`config.mk`:
```
export PLATFORM = sky130hd
export DESIGN_NAME = key_snapshot_events
export DESIGN_NICKNAME = d
export VERILOG_FILES = /design/src/rtl/kev_pkg.sv /design/src/rtl/kev_collect.sv /design/src/rtl/kev_ghost.sv /design/src/rtl/kev_match.sv /design/src/rtl/key_snapshot_events.sv
export SDC_FILE = /design/constraint.sdc
export NUM_CORES = 1
export LEC_CHECK = 0
export BUFFER_PORTS_ARGS = -buffer_cell sky130_fd_sc_hd__buf_2
export CAP_MARGIN = 40
export CORE_MARGIN = 1
export CORE_UTILIZATION = 35
export DETAILED_ROUTE_END_ITERATION = 7
export PLACE_DENSITY_LB_ADDON = 0.2
export SETUP_SLACK_MARGIN = 0.02
export SLEW_MARGIN = 30
export SYNTH_ARGS = -nofsm -noshare
export SYNTH_HDL_FRONTEND = slang
export SYNTH_SLANG_ARGS = --single-unit
export TNS_END_PERCENT = 1
```
`constraint.sdc`:
```
create_clock -name clk -period 17 [get_ports clk]
set_input_delay 0 -clock clk [delete_from_list [all_inputs] [get_ports clk]]
set_output_delay 0 -clock clk [all_outputs]
set_load 0.01 [all_outputs]
```
`src/rtl/kev_pkg.sv`:
```
package kev_pkg;
  localparam int KEV_ROW_W       = 4;
  localparam int KEV_COL_W       = 3;
  localparam int KEV_ENTRIES     = 8;
  localparam int KEV_RAW_W       = KEV_ROW_W + KEV_COL_W;
  localparam int KEV_ENT_W       = KEV_RAW_W + 1;
  localparam int KEV_CODE_W      = KEV_RAW_W + 1;
  localparam int KEV_MATRIX_KEYS = 1 << KEV_RAW_W;

  typedef logic [KEV_RAW_W-1:0]  raw_code_t;
  typedef logic [KEV_CODE_W-1:0] key_code_t;
  typedef logic [KEV_ENT_W-1:0]  entry_t;

  typedef enum logic [2:0] {
    ST_IDLE,
    ST_EVAL,
    ST_REL,
    ST_PRESS,
    ST_SYNC
  } kev_state_t;

  function automatic logic ent_valid(input entry_t e);
    return e[KEV_ENT_W-1];
  endfunction

  function automatic logic [KEV_ROW_W-1:0] row_of(input raw_code_t c);
    return c[KEV_RAW_W-1:KEV_COL_W];
  endfunction

  function automatic logic [KEV_COL_W-1:0] col_of(input raw_code_t c);
    return c[KEV_COL_W-1:0];
  endfunction

  // row in the upper field, column in the lower one
  function automatic raw_code_t ent_code(input entry_t e);
    return {e[KEV_RAW_W-1:KEV_COL_W], e[KEV_COL_W-1:0]};
  endfunction

  function automatic key_code_t layer_code(input raw_code_t c, input logic shifted);
    return key_code_t'(c) + (shifted ? key_code_t'(KEV_MATRIX_KEYS) : key_code_t'(0));
  endfunction
endpackage

```
`src/rtl/kev_collect.sv`:
```
module kev_collect
  import kev_pkg::*;
#(
  parameter int NUM_ENT = KEV_ENTRIES,
  localparam int CNT_W = $clog2(NUM_ENT + 1),
  localparam int IDX_W = (NUM_ENT > 1) ? $clog2(NUM_ENT) : 1
) (
  input  logic [NUM_ENT*KEV_ENT_W-1:0] ents,
  input  logic                         fn_en,
  input  raw_code_t                    fn_code,
  output raw_code_t                    codes [NUM_ENT],
  output logic [CNT_W-1:0]             cnt,
  output logic                         fn_hit
);
  always_comb begin
    for (int k = 0; k < NUM_ENT; k++) codes[k] = '0;
    cnt    = '0;
    fn_hit = 1'b0;
    for (int k = 0; k < NUM_ENT; k++) begin
      if (ent_valid(ents[k*KEV_ENT_W +: KEV_ENT_W])) begin
        if (fn_en && ent_code(ents[k*KEV_ENT_W +: KEV_ENT_W]) == fn_code) begin
          fn_hit = 1'b1;
        end else begin
          codes[cnt[IDX_W-1:0]] = ent_code(ents[k*KEV_ENT_W +: KEV_ENT_W]);
          cnt = cnt + 1'b1;
        end
      end
    end
  end
endmodule

```
`src/rtl/kev_ghost.sv`:
```
module kev_ghost
  import kev_pkg::*;
#(
  parameter int NUM_ENT = KEV_ENTRIES,
  localparam int CNT_W = $clog2(NUM_ENT + 1)
) (
  input  raw_code_t        codes [NUM_ENT],
  input  logic [CNT_W-1:0] cnt,
  input  logic             en,
  output logic             row_pair,
  output logic             col_pair,
  output logic             ghost
);
  always_comb begin
    row_pair = 1'b0;
    col_pair = 1'b0;
    for (int i = 0; i < NUM_ENT; i++) begin
      for (int j = i + 1; j < NUM_ENT; j++) begin
        if (j < int'(cnt)) begin
          if (row_of(codes[i]) == row_of(codes[j])) row_pair = 1'b1;
          if (col_of(codes[i]) == col_of(codes[j])) col_pair = 1'b1;
        end
      end
    end
    ghost = en && (cnt >= CNT_W'(3)) && row_pair && col_pair;
  end
endmodule

```
`src/rtl/kev_match.sv`:
```
module kev_match
  import kev_pkg::*;
#(
  parameter int NUM_ENT = KEV_ENTRIES,
  localparam int CNT_W = $clog2(NUM_ENT + 1)
) (
  input  key_code_t        probe,
  input  key_code_t        list [NUM_ENT],
  input  logic [CNT_W-1:0] cnt,
  output logic             hit
);
  always_comb begin
    hit = 1'b0;
    for (int k = 0; k < NUM_ENT; k++) begin
      if (k < int'(cnt) && list[k] == probe) hit = 1'b1;
    end
  end
endmodule

```
`src/rtl/key_snapshot_events.sv`:
```
module key_snapshot_events
  import kev_pkg::*;
#(
  parameter int NUM_ENT = KEV_ENTRIES,
  localparam int CNT_W = $clog2(NUM_ENT + 1),
  localparam int IDX_W = (NUM_ENT > 1) ? $clog2(NUM_ENT) : 1
) (
  input  logic                         clk,
  input  logic                         rst_n,
  input  logic                         snap_valid,
  input  logic [NUM_ENT*KEV_ENT_W-1:0] snap_entries,
  input  logic [CNT_W-1:0]             snap_pending,
  input  logic                         ghost_en,
  input  logic                         fn_en,
  input  logic [KEV_RAW_W-1:0]         fn_code,
  output logic                         busy,
  output logic                         ev_valid,
  input  logic                         ev_ready,
  output logic [KEV_CODE_W-1:0]        ev_code,
  output logic                         ev_press,
  output logic                         ev_sync
);
  kev_state_t                   state;
  logic [NUM_ENT*KEV_ENT_W-1:0] ent_q;
  logic                         ghost_en_q, fn_en_q;
  raw_code_t                    fn_code_q;
  key_code_t                    new_q [NUM_ENT];
  key_code_t                    old_q [NUM_ENT];
  logic [CNT_W-1:0]             new_cnt_q, old_cnt_q, idx_q;

  raw_code_t        col_codes [NUM_ENT];
  logic [CNT_W-1:0] col_cnt;
  logic             col_fn;
  logic             row_pair, col_pair, col_ghost;
  logic             rel_hit;
  logic [IDX_W-1:0] idx_lo;

  // named internal events
  logic snap_take, ghost_drop, commit;

  assign idx_lo     = idx_q[IDX_W-1:0];
  assign busy       = (state != ST_IDLE);
  assign snap_take  = (state == ST_IDLE) && snap_valid;
  assign ghost_drop = (state == ST_EVAL) && col_ghost;
  assign commit     = (state == ST_SYNC) && ev_ready;

  kev_collect #(.NUM_ENT(NUM_ENT)) u_collect (
    .ents    (ent_q),
    .fn_en   (fn_en_q),
    .fn_code (fn_code_q),
    .codes   (col_codes),
    .cnt     (col_cnt),
    .fn_hit  (col_fn)
  );

  kev_ghost #(.NUM_ENT(NUM_ENT)) u_ghost (
    .codes    (col_codes),
    .cnt      (col_cnt),
    .en       (ghost_en_q),
    .row_pair (row_pair),
    .col_pair (col_pair),
    .ghost    (col_ghost)
  );

  kev_match #(.NUM_ENT(NUM_ENT)) u_match (
    .probe (old_q[idx_lo]),
    .list  (new_q),
    .cnt   (new_cnt_q),
    .hit   (rel_hit)
  );

  always_ff @(posedge clk or negedge rst_n) begin
    if (!rst_n) begin
      state      <= ST_IDLE;
      ent_q      <= '0;
      ghost_en_q <= 1'b0;
      fn_en_q    <= 1'b0;
      fn_code_q  <= '0;
      new_cnt_q  <= '0;
      old_cnt_q  <= '0;
      idx_q      <= '0;
      for (int k = 0; k < NUM_ENT; k++) begin
        new_q[k] <= '0;
        old_q[k] <= '0;
      end
    end else begin
      case (state)
        ST_IDLE: begin
          if (snap_take) begin
            ent_q      <= (snap_pending == '0) ? '0 : snap_entries;
            ghost_en_q <= ghost_en;
            fn_en_q    <= fn_en;
            fn_code_q  <= fn_code;
            state      <= ST_EVAL;
          end
        end
        ST_EVAL: begin
          if (ghost_drop) begin
            state <= ST_IDLE;
          end else begin
            for (int k = 0; k < NUM_ENT; k++) new_q[k] <= layer_code(col_codes[k], col_fn);
            new_cnt_q <= col_cnt;
            idx_q     <= '0;
            state     <= ST_REL;
          end
        end
        ST_REL: begin
          if (idx_q == old_cnt_q) begin
            idx_q <= '0;
            state <= ST_PRESS;
          end else if (rel_hit || ev_ready) begin
            idx_q <= idx_q + 1'b1;
          end
        end
        ST_PRESS: begin
          if (idx_q == new_cnt_q) state <= ST_SYNC;
          else if (ev_ready) idx_q <= idx_q + 1'b1;
        end
        ST_SYNC: begin
          if (commit) begin
            for (int k = 0; k < NUM_ENT; k++) old_q[k] <= new_q[k];
            old_cnt_q <= new_cnt_q;
            state     <= ST_IDLE;
          end
        end
        default: state <= ST_IDLE;
      endcase
    end
  end

  always_comb begin
    ev_valid = 1'b0;
    ev_code  = '0;
    ev_press = 1'b0;
    ev_sync  = 1'b0;
    case (state)
      ST_REL: begin
        if (idx_q != old_cnt_q) begin
          ev_valid = !rel_hit;
          ev_code  = old_q[idx_lo];
        end
      end
      ST_PRESS: begin
        if (idx_q != new_cnt_q) begin
          ev_valid = 1'b1;
          ev_code  = new_q[idx_lo];
          ev_press = 1'b1;
        end
      end
      ST_SYNC: begin
        ev_valid = 1'b1;
        ev_sync  = 1'b1;
      end
      default: ;
    endcase
  end
endmodule

```
======== Word level (Yosys, flattened, before mapping) ========
Index checks and enable logic that the tools add are counted.
word-level totals
  bits of input ports ..................... 81
  bits in registers ....................... 216
  output and inout bits ................... 12
  logic and storage cells ................. 425
operators by class
  reduce and logical (&&, ||, !) cells .... 40
  order comparisons ....................... 31
  bitwise gates (word level) .............. 9
  $add $sub $neg .......................... 16
  equal/unequal tests ..................... 88
  muxes and demuxes ....................... 217
operators with widths
  cell                                                                          count
  56-bit 2-to-1 mux                                                             14
  56-bit bitwise mux                                                            7
  7-bit demux with 3-bit select                                                 7
  1-bit 2-to-1 mux                                                              141
  4-bit == test                                                                 30
  3-bit == test                                                                 28
  4-bit 2-to-1 mux                                                              20
  7-bit by 8-bit adder with 8-bit output                                        8
  8-bit == test                                                                 8
  64-bit 2-to-1 mux                                                             1
  7-bit 2-to-1 mux                                                              9
  7-bit == test                                                                 8
  8-bit 2-to-1 mux                                                              7
  8-bit binary-select mux with 3-bit select                                     2
  4-bit by 1-bit adder with 4-bit output, second input constant                 8
  4-bit >= comparator, second input constant                                    8
  3-bit by 4-bit less-than comparator with 1-bit output, first input constant   8
  3-bit NOT with 4-bit output                                                   8
  1-bit logical AND                                                             29
  4-bit by 1-bit less-than comparator with 1-bit output, second input constant  7
  2-bit by 4-bit less-than comparator with 1-bit output, first input constant   4
  8-bit one-hot mux with 2 select lines                                         1
  3-bit one-hot mux with 5 select lines                                         1
  2-bit inequality test, second input constant                                  7
  20 further kinds                                                              30

======== Longest topological paths before layout ========
  depth after elaboration ................. 92
  depth in mapped cells ................... 45
  gate-level depth less buffers ........... 39

======== Hierarchy ========
A second synthesis with hierarchy kept.
second synthesis, totals
  cell total of the unflattened synthesis .. 1721
  area total of the unflattened synthesis .. 16763.6 µm²
by module, submodules not included
  module               cells an instance  instances  seq. area each (µm²)  area an instance (µm²)
  key_snapshot_events  550                1          5054.8                8557.0
  kev_collect          716                1          0.0                   4670.7
  kev_ghost            351                1          0.0                   2678.8
  kev_match            104                1          0.0                   857.1

======== Worst setup path before layout ========
No wires, ideal clock.
  path type ............................... reg2reg
  from .................................... register fn_code_q[2]
  to ...................................... register new_q[16] (netlist bit)
  arrival ................................. 8.596 ns
  buffers on the path ..................... 6
  stages on the path, launching flop included .. 43
  setup time .............................. 0.125 ns
  clock period less this slack ............ 8.721 ns
  data required time ...................... 16.875 ns
  slack ................................... 8.279 ns
  cell sequence ........................... dfrtp_1 buf_4 xor2_1 nor4_4 a21oi_1 ha_1 nand2_1 nand2_4 ha_1 inv_1 o211a_1 or2_2 clkbuf_1 ha_1 nand2b_1 o32ai_1 inv_2 ha_1 [... 7 more ...] clkinv_1 ha_1 nand2_1 or3_1 a31oi_2 buf_2 a2bb2oi_1 a22oi_2 xor2_1 nor3_1 o41ai_1 o2111ai_1 a211oi_2 a21oi_2 a21boi_2 buf_6 buf_12 mux2_4
on the way
  word-level cells in the longest chain between the ends .. 92
  elaborated cells between the ends (all ways) .. 287
  classes of those cells .................. 8 x add/sub; 22 x order compare; 64 x eq/ne; 165 x mux; 8 x bitwise; 20 x reduce/logical
ends and longest elaborated chain
  element                                                                                       RTL line                              source
  start: declaration                                                                            key_snapshot_events.sv:26             raw_code_t fn_code_q;
  start signal: assignment                                                                      key_snapshot_events.sv:93             fn_code_q <= fn_code;
  7-bit == test                                                                                 kev_collect.sv:21                     if (fn_en && ent_code(ents[k*KEV_ENT_W +: KEV_ENT_W]) == fn_code) begin
  1-bit logical AND                                                                             kev_collect.sv:21
  1-bit 2-to-1 mux                                                                              kev_collect.sv:21
  4-bit 2-to-1 mux                                                                              kev_collect.sv:20                     if (ent_valid(ents[k*KEV_ENT_W +: KEV_ENT_W])) begin
  4-bit by 1-bit adder with 4-bit output / 3-bit NOT with 4-bit output (equally long branches)  kev_collect.sv:25, kev_collect.sv:24
  4-bit 2-to-1 mux (tied with other cells)                                                      kev_collect.sv:21
  4-bit 2-to-1 mux / 1-bit logical AND (equally long branches)                                  kev_collect.sv:20, kev_collect.sv:24
  4-bit by 1-bit adder with 4-bit output (tied with other cells)                                kev_collect.sv:25                     cnt = cnt + 1'b1;
  [... 75 more ...]                                                                             --
  1-bit 2-to-1 mux                                                                              kev_ghost.sv:20                       if (row_of(codes[i]) == row_of(codes[j])) row_pair = 1'b1;
  1-bit 2-to-1 mux                                                                              kev_ghost.sv:19                       if (j < int'(cnt)) begin
  1-bit 2-to-1 mux                                                                              kev_ghost.sv:20
  1-bit 2-to-1 mux                                                                              kev_ghost.sv:19
  1-bit logical AND (2 in series)                                                               kev_ghost.sv:25                       ghost = en && (cnt >= CNT_W'(3)) && row_pair && col_pair;
  1-bit logical AND                                                                             key_snapshot_events.sv:44             assign ghost_drop = (state == ST_EVAL) && col_ghost;
  1-bit NOT (no line)                                                                           --
  2-bit AND reduction (no line)                                                                 --
  end signal: indexed assignment                                                                key_snapshot_events.sv:83             new_q[k] <= '0;
  end: declaration                                                                              key_snapshot_events.sv:27             key_code_t new_q [NUM_ENT];
Parallel ways exist; a longest one is shown, timed or not.
A chain may end at the register's enable or synchronous reset.

======== Worst setup path after layout ========
  from .................................... register fn_code_q[3]
  to ...................................... register new_q[54] (netlist bit)
The elaborated chain is that of the path after synthesis.

==> results.md <==
* Die Ht at about 230 um
* Vias per inst at 5.86
* Slowest stage delay, CP at 810 ps
* Synth area leaders: dfrtp_1 28%, xnor2_1 9.2%, xor2_1 6.2%
* Total gr overflow at 0
* Async set or reset register ratio after synthesis at 1.00
* Sequential share of the synthesized area at 0.281
* # placed instances at 2585
* Final min period at roughly 11000 ps
* Clk_lat worst skew at between 500 and 600 ps
* Post-DP HPWL at 47100 um
* WL per Instance at about 24 um
* Post-synth top flop: dfrtp_1
* Iteration-0 DRC count of the detailed router at ~1600
* # fillers at between 5000 and 6000
* Io pins at between 90 and 100
* Setup TNS at 0 ps
* CTS tree: yes
* IO Port Bufs at 92
* Proportion of netlist area held by the largest area contributor at 0.281
* Standard-cell row count at a little over 80
* Post-Layout Cell Count at roughly 2700
* Synth area leader: dfrtp_1
* Crit path DAT at about 12000 ps
* HP Class: in -> reg
* Slowest CP cell: mux2i_2
* Final net count at about 2100
* H-tree levels at 1
* Die W at ~230 um
* Crit Path Class: reg -> reg
* Initial antenna violation count at 0
* Max Root-Sink Buffers at 3
* #FFs+latches synth at approximately 200
* DRC viols at 0
* Diode count at 0
* Clk slew on worst S/H paths at approximately 60 ps
* Dpl ws at ~6000 ps
* Syn Nets at 2025
* Placeable Area at 50500 sq um
* Final WL at approximately 65000 um
* Share of layout cells above drive strength 1 at 0.199
* First-pass GRT wire length at a little under 100000 um
* Vias in the first global route at 15500
* Crit. End Element: flop
* Gpl congestion at 0.942
* GRT Resource Usage Total at 0.245
* Setup-failing EPs final at 0
* Setup Skew at around 24 ps
* Largest net degree at the start of global routing at 100
* Crit Path Max Fanout at 32
* Area after DPL at between 15000 and 20000 sq um
* Final Slew Violations at 0
* TritonCTS buffer count at 24
* Most frequent CP cell: ha_1
* Final WS setup at roughly 5900 ps
* Postcts setup bufs at 0
* Tcrit/Tclk final at 0.655
* Post-Syn Instances at around 1900
* Peak Freq at approximately 90 MHz
* Area growth, synth to finish at 14.2%
* Slew HR at 0.402
* DR vias at between 15000 and 20000
* DRT antenna net count at 0
* Worst EP required at roughly 17000 ps
* Maxcap violations at 0
* Clock tree sinks at 202
* DIE AREA at 52400 sq um
* Outcome: finished clean
* Worst-Margin Slew at between 800 and 900 ps
* Post-synth EDFFs at 0
* Starting Density at 0.357
* Post-synth cell types at around 110
* Final Hold Viols at 0
* DRT Pass-1 Iters at 7
* Cell area after layout at slightly above 20000 sq um
* Startpoint Class: flop
* RSZ-0062 raised after global routing: no
* Root buffer cell: clkbuf_16
* Synth Area per Inst at approximately 9.3 sq um
* Cell Area, Synth at 18000 sq um
* Ys Warns at 0
## metrics by stage
| stage | utilization | hold slack (ps) |
|---|---|---|
| 2_1_floorplan | - | -296 |
| 3_3_place_gp | 0.373 | 67.7 |
| 3_5_place_dp | 0.375 | 71.7 |
| 4_1_cts | 0.405 | 1.62 |
| 5_1_grt | 0.408 | 64.4 |
| 6_report | 0.408 | 27.6 |
## path summary, 6_finish.rpt
path                       slack, ps  cells past startpoint   endpoint    startpoint
min in group asynchronous         40                      2  ent_q[12]         rst_n
max reg2reg                     5870                     37  new_q[54]  fn_code_q[3]
min                               30                      4   state[2]      ev_ready
max                             5870                     37  new_q[54]  fn_code_q[3]
min reg2reg                      500                      1  old_q[43]     old_q[43]
max in group asynchronous      15300                      6  old_q[49]         rst_n
## worst max-delay path: cells and delay by family (launching register included)
kind / cells / cell delay [ps]
buffers and inverters: 5 / 970
DFF: 1 / 670
and+or+nand+nor: 12 / 2430
xor gates and xnor gates: 2 / 330
AOI/OAI and AO/OA: 8 / 2780
adders and majority gates: 6 / 2120
muxes: 4 / 1660
## cell type report
cell class / instances / area [sq um] / share of cell area
clock inverters: 6 / 70.1 / 0.00340
multi-input cells: 1499 / 11900 / 0.579
well taps: 672 / 841 / 0.0409
clock buffers: 37 / 729 / 0.0354
inverters: 80 / 305 / 0.0148
repair buffers: 216 / 1660 / 0.0809
flip-flops and latches: 202 / 5060 / 0.246
## synthesized netlist by cell type, types with 25 or more instances
library cell / number
buf_2: 25
clkbuf_1: 90
dfrtp_1: 202
inv_1: 73
mux2_2: 83
mux2i_1: 83
mux4_2: 28
nand2_1: 199
nand3_1: 58
nand4_1: 42
nor2_1: 41
nor3_1: 68
nor4_1: 26
o211ai_1: 33
o21ai_0: 100
xnor2_1: 190
xor2_1: 128
## layer usage
| metal | GRT usage | wire length (um) |
|---|---|---|
| met1 | 0.358 | 29700 |
| met2 | 0.368 | 28400 |
| met3 | 0.0404 | 4940 |
| met4 | 0.0717 | 1670 |
| met5 | 0 | 0 |
## timing repair
action	in CTS	in global routing
hold buffers	76	0
hold endpoints to repair	149	0
resized for setup	0	0
## placed cells by master (no fill, tap or decap), types with 13 or more instances in the layout
| cell | instances |
|---|---|
| inv_1 | 73 |
| buf_4 | 34 |
| dfrtp_1 | 201 |
| nand2_1 | 199 |
| mux4_2 | 28 |
| a22o_1 | 14 |
| nor2_1 | 41 |
| buf_2 | 96 |
| nand4_1 | 42 |
| nor3_1 | 68 |
| a211oi_1 | 15 |
| o2bb2ai_1 | 13 |
| xor2_1 | 128 |
| clkbuf_16 | 24 |
| nand3_1 | 58 |
| o21ai_0 | 99 |
| nor4_1 | 26 |
| xnor2_1 | 190 |
| mux2i_1 | 81 |
| mux2_4 | 17 |
| o22ai_1 | 15 |
| o22ai_2 | 16 |
| a21oi_1 | 22 |
| dlygate4sd3_1 | 76 |
| mux2_2 | 83 |
| o211ai_1 | 33 |
| a22oi_2 | 13 |
## state kept, by name (all words and copies together) (netlist names)
signal,count
ent_q,64
new_q,57
old_q,57
fn_code_q,7
idx_q,4
new_cnt_q,4
old_cnt_q,4
state,3
fn_en_q,1
ghost_en_q,1
## cell families after synthesis
group,after synthesis,synth area share
and+or+nand+nor,513,0.140
AOI/OAI and AO/OA,426,0.190
xor gates and xnor gates,327,0.166
buffers and inverters,232,0.0593
muxes,222,0.156
DFF,202,0.281
adders and majority gates,11,0.00764
Power is not shown: default switching activity piles up to over one toggle a cycle in this logic, so the estimate is an artifact.
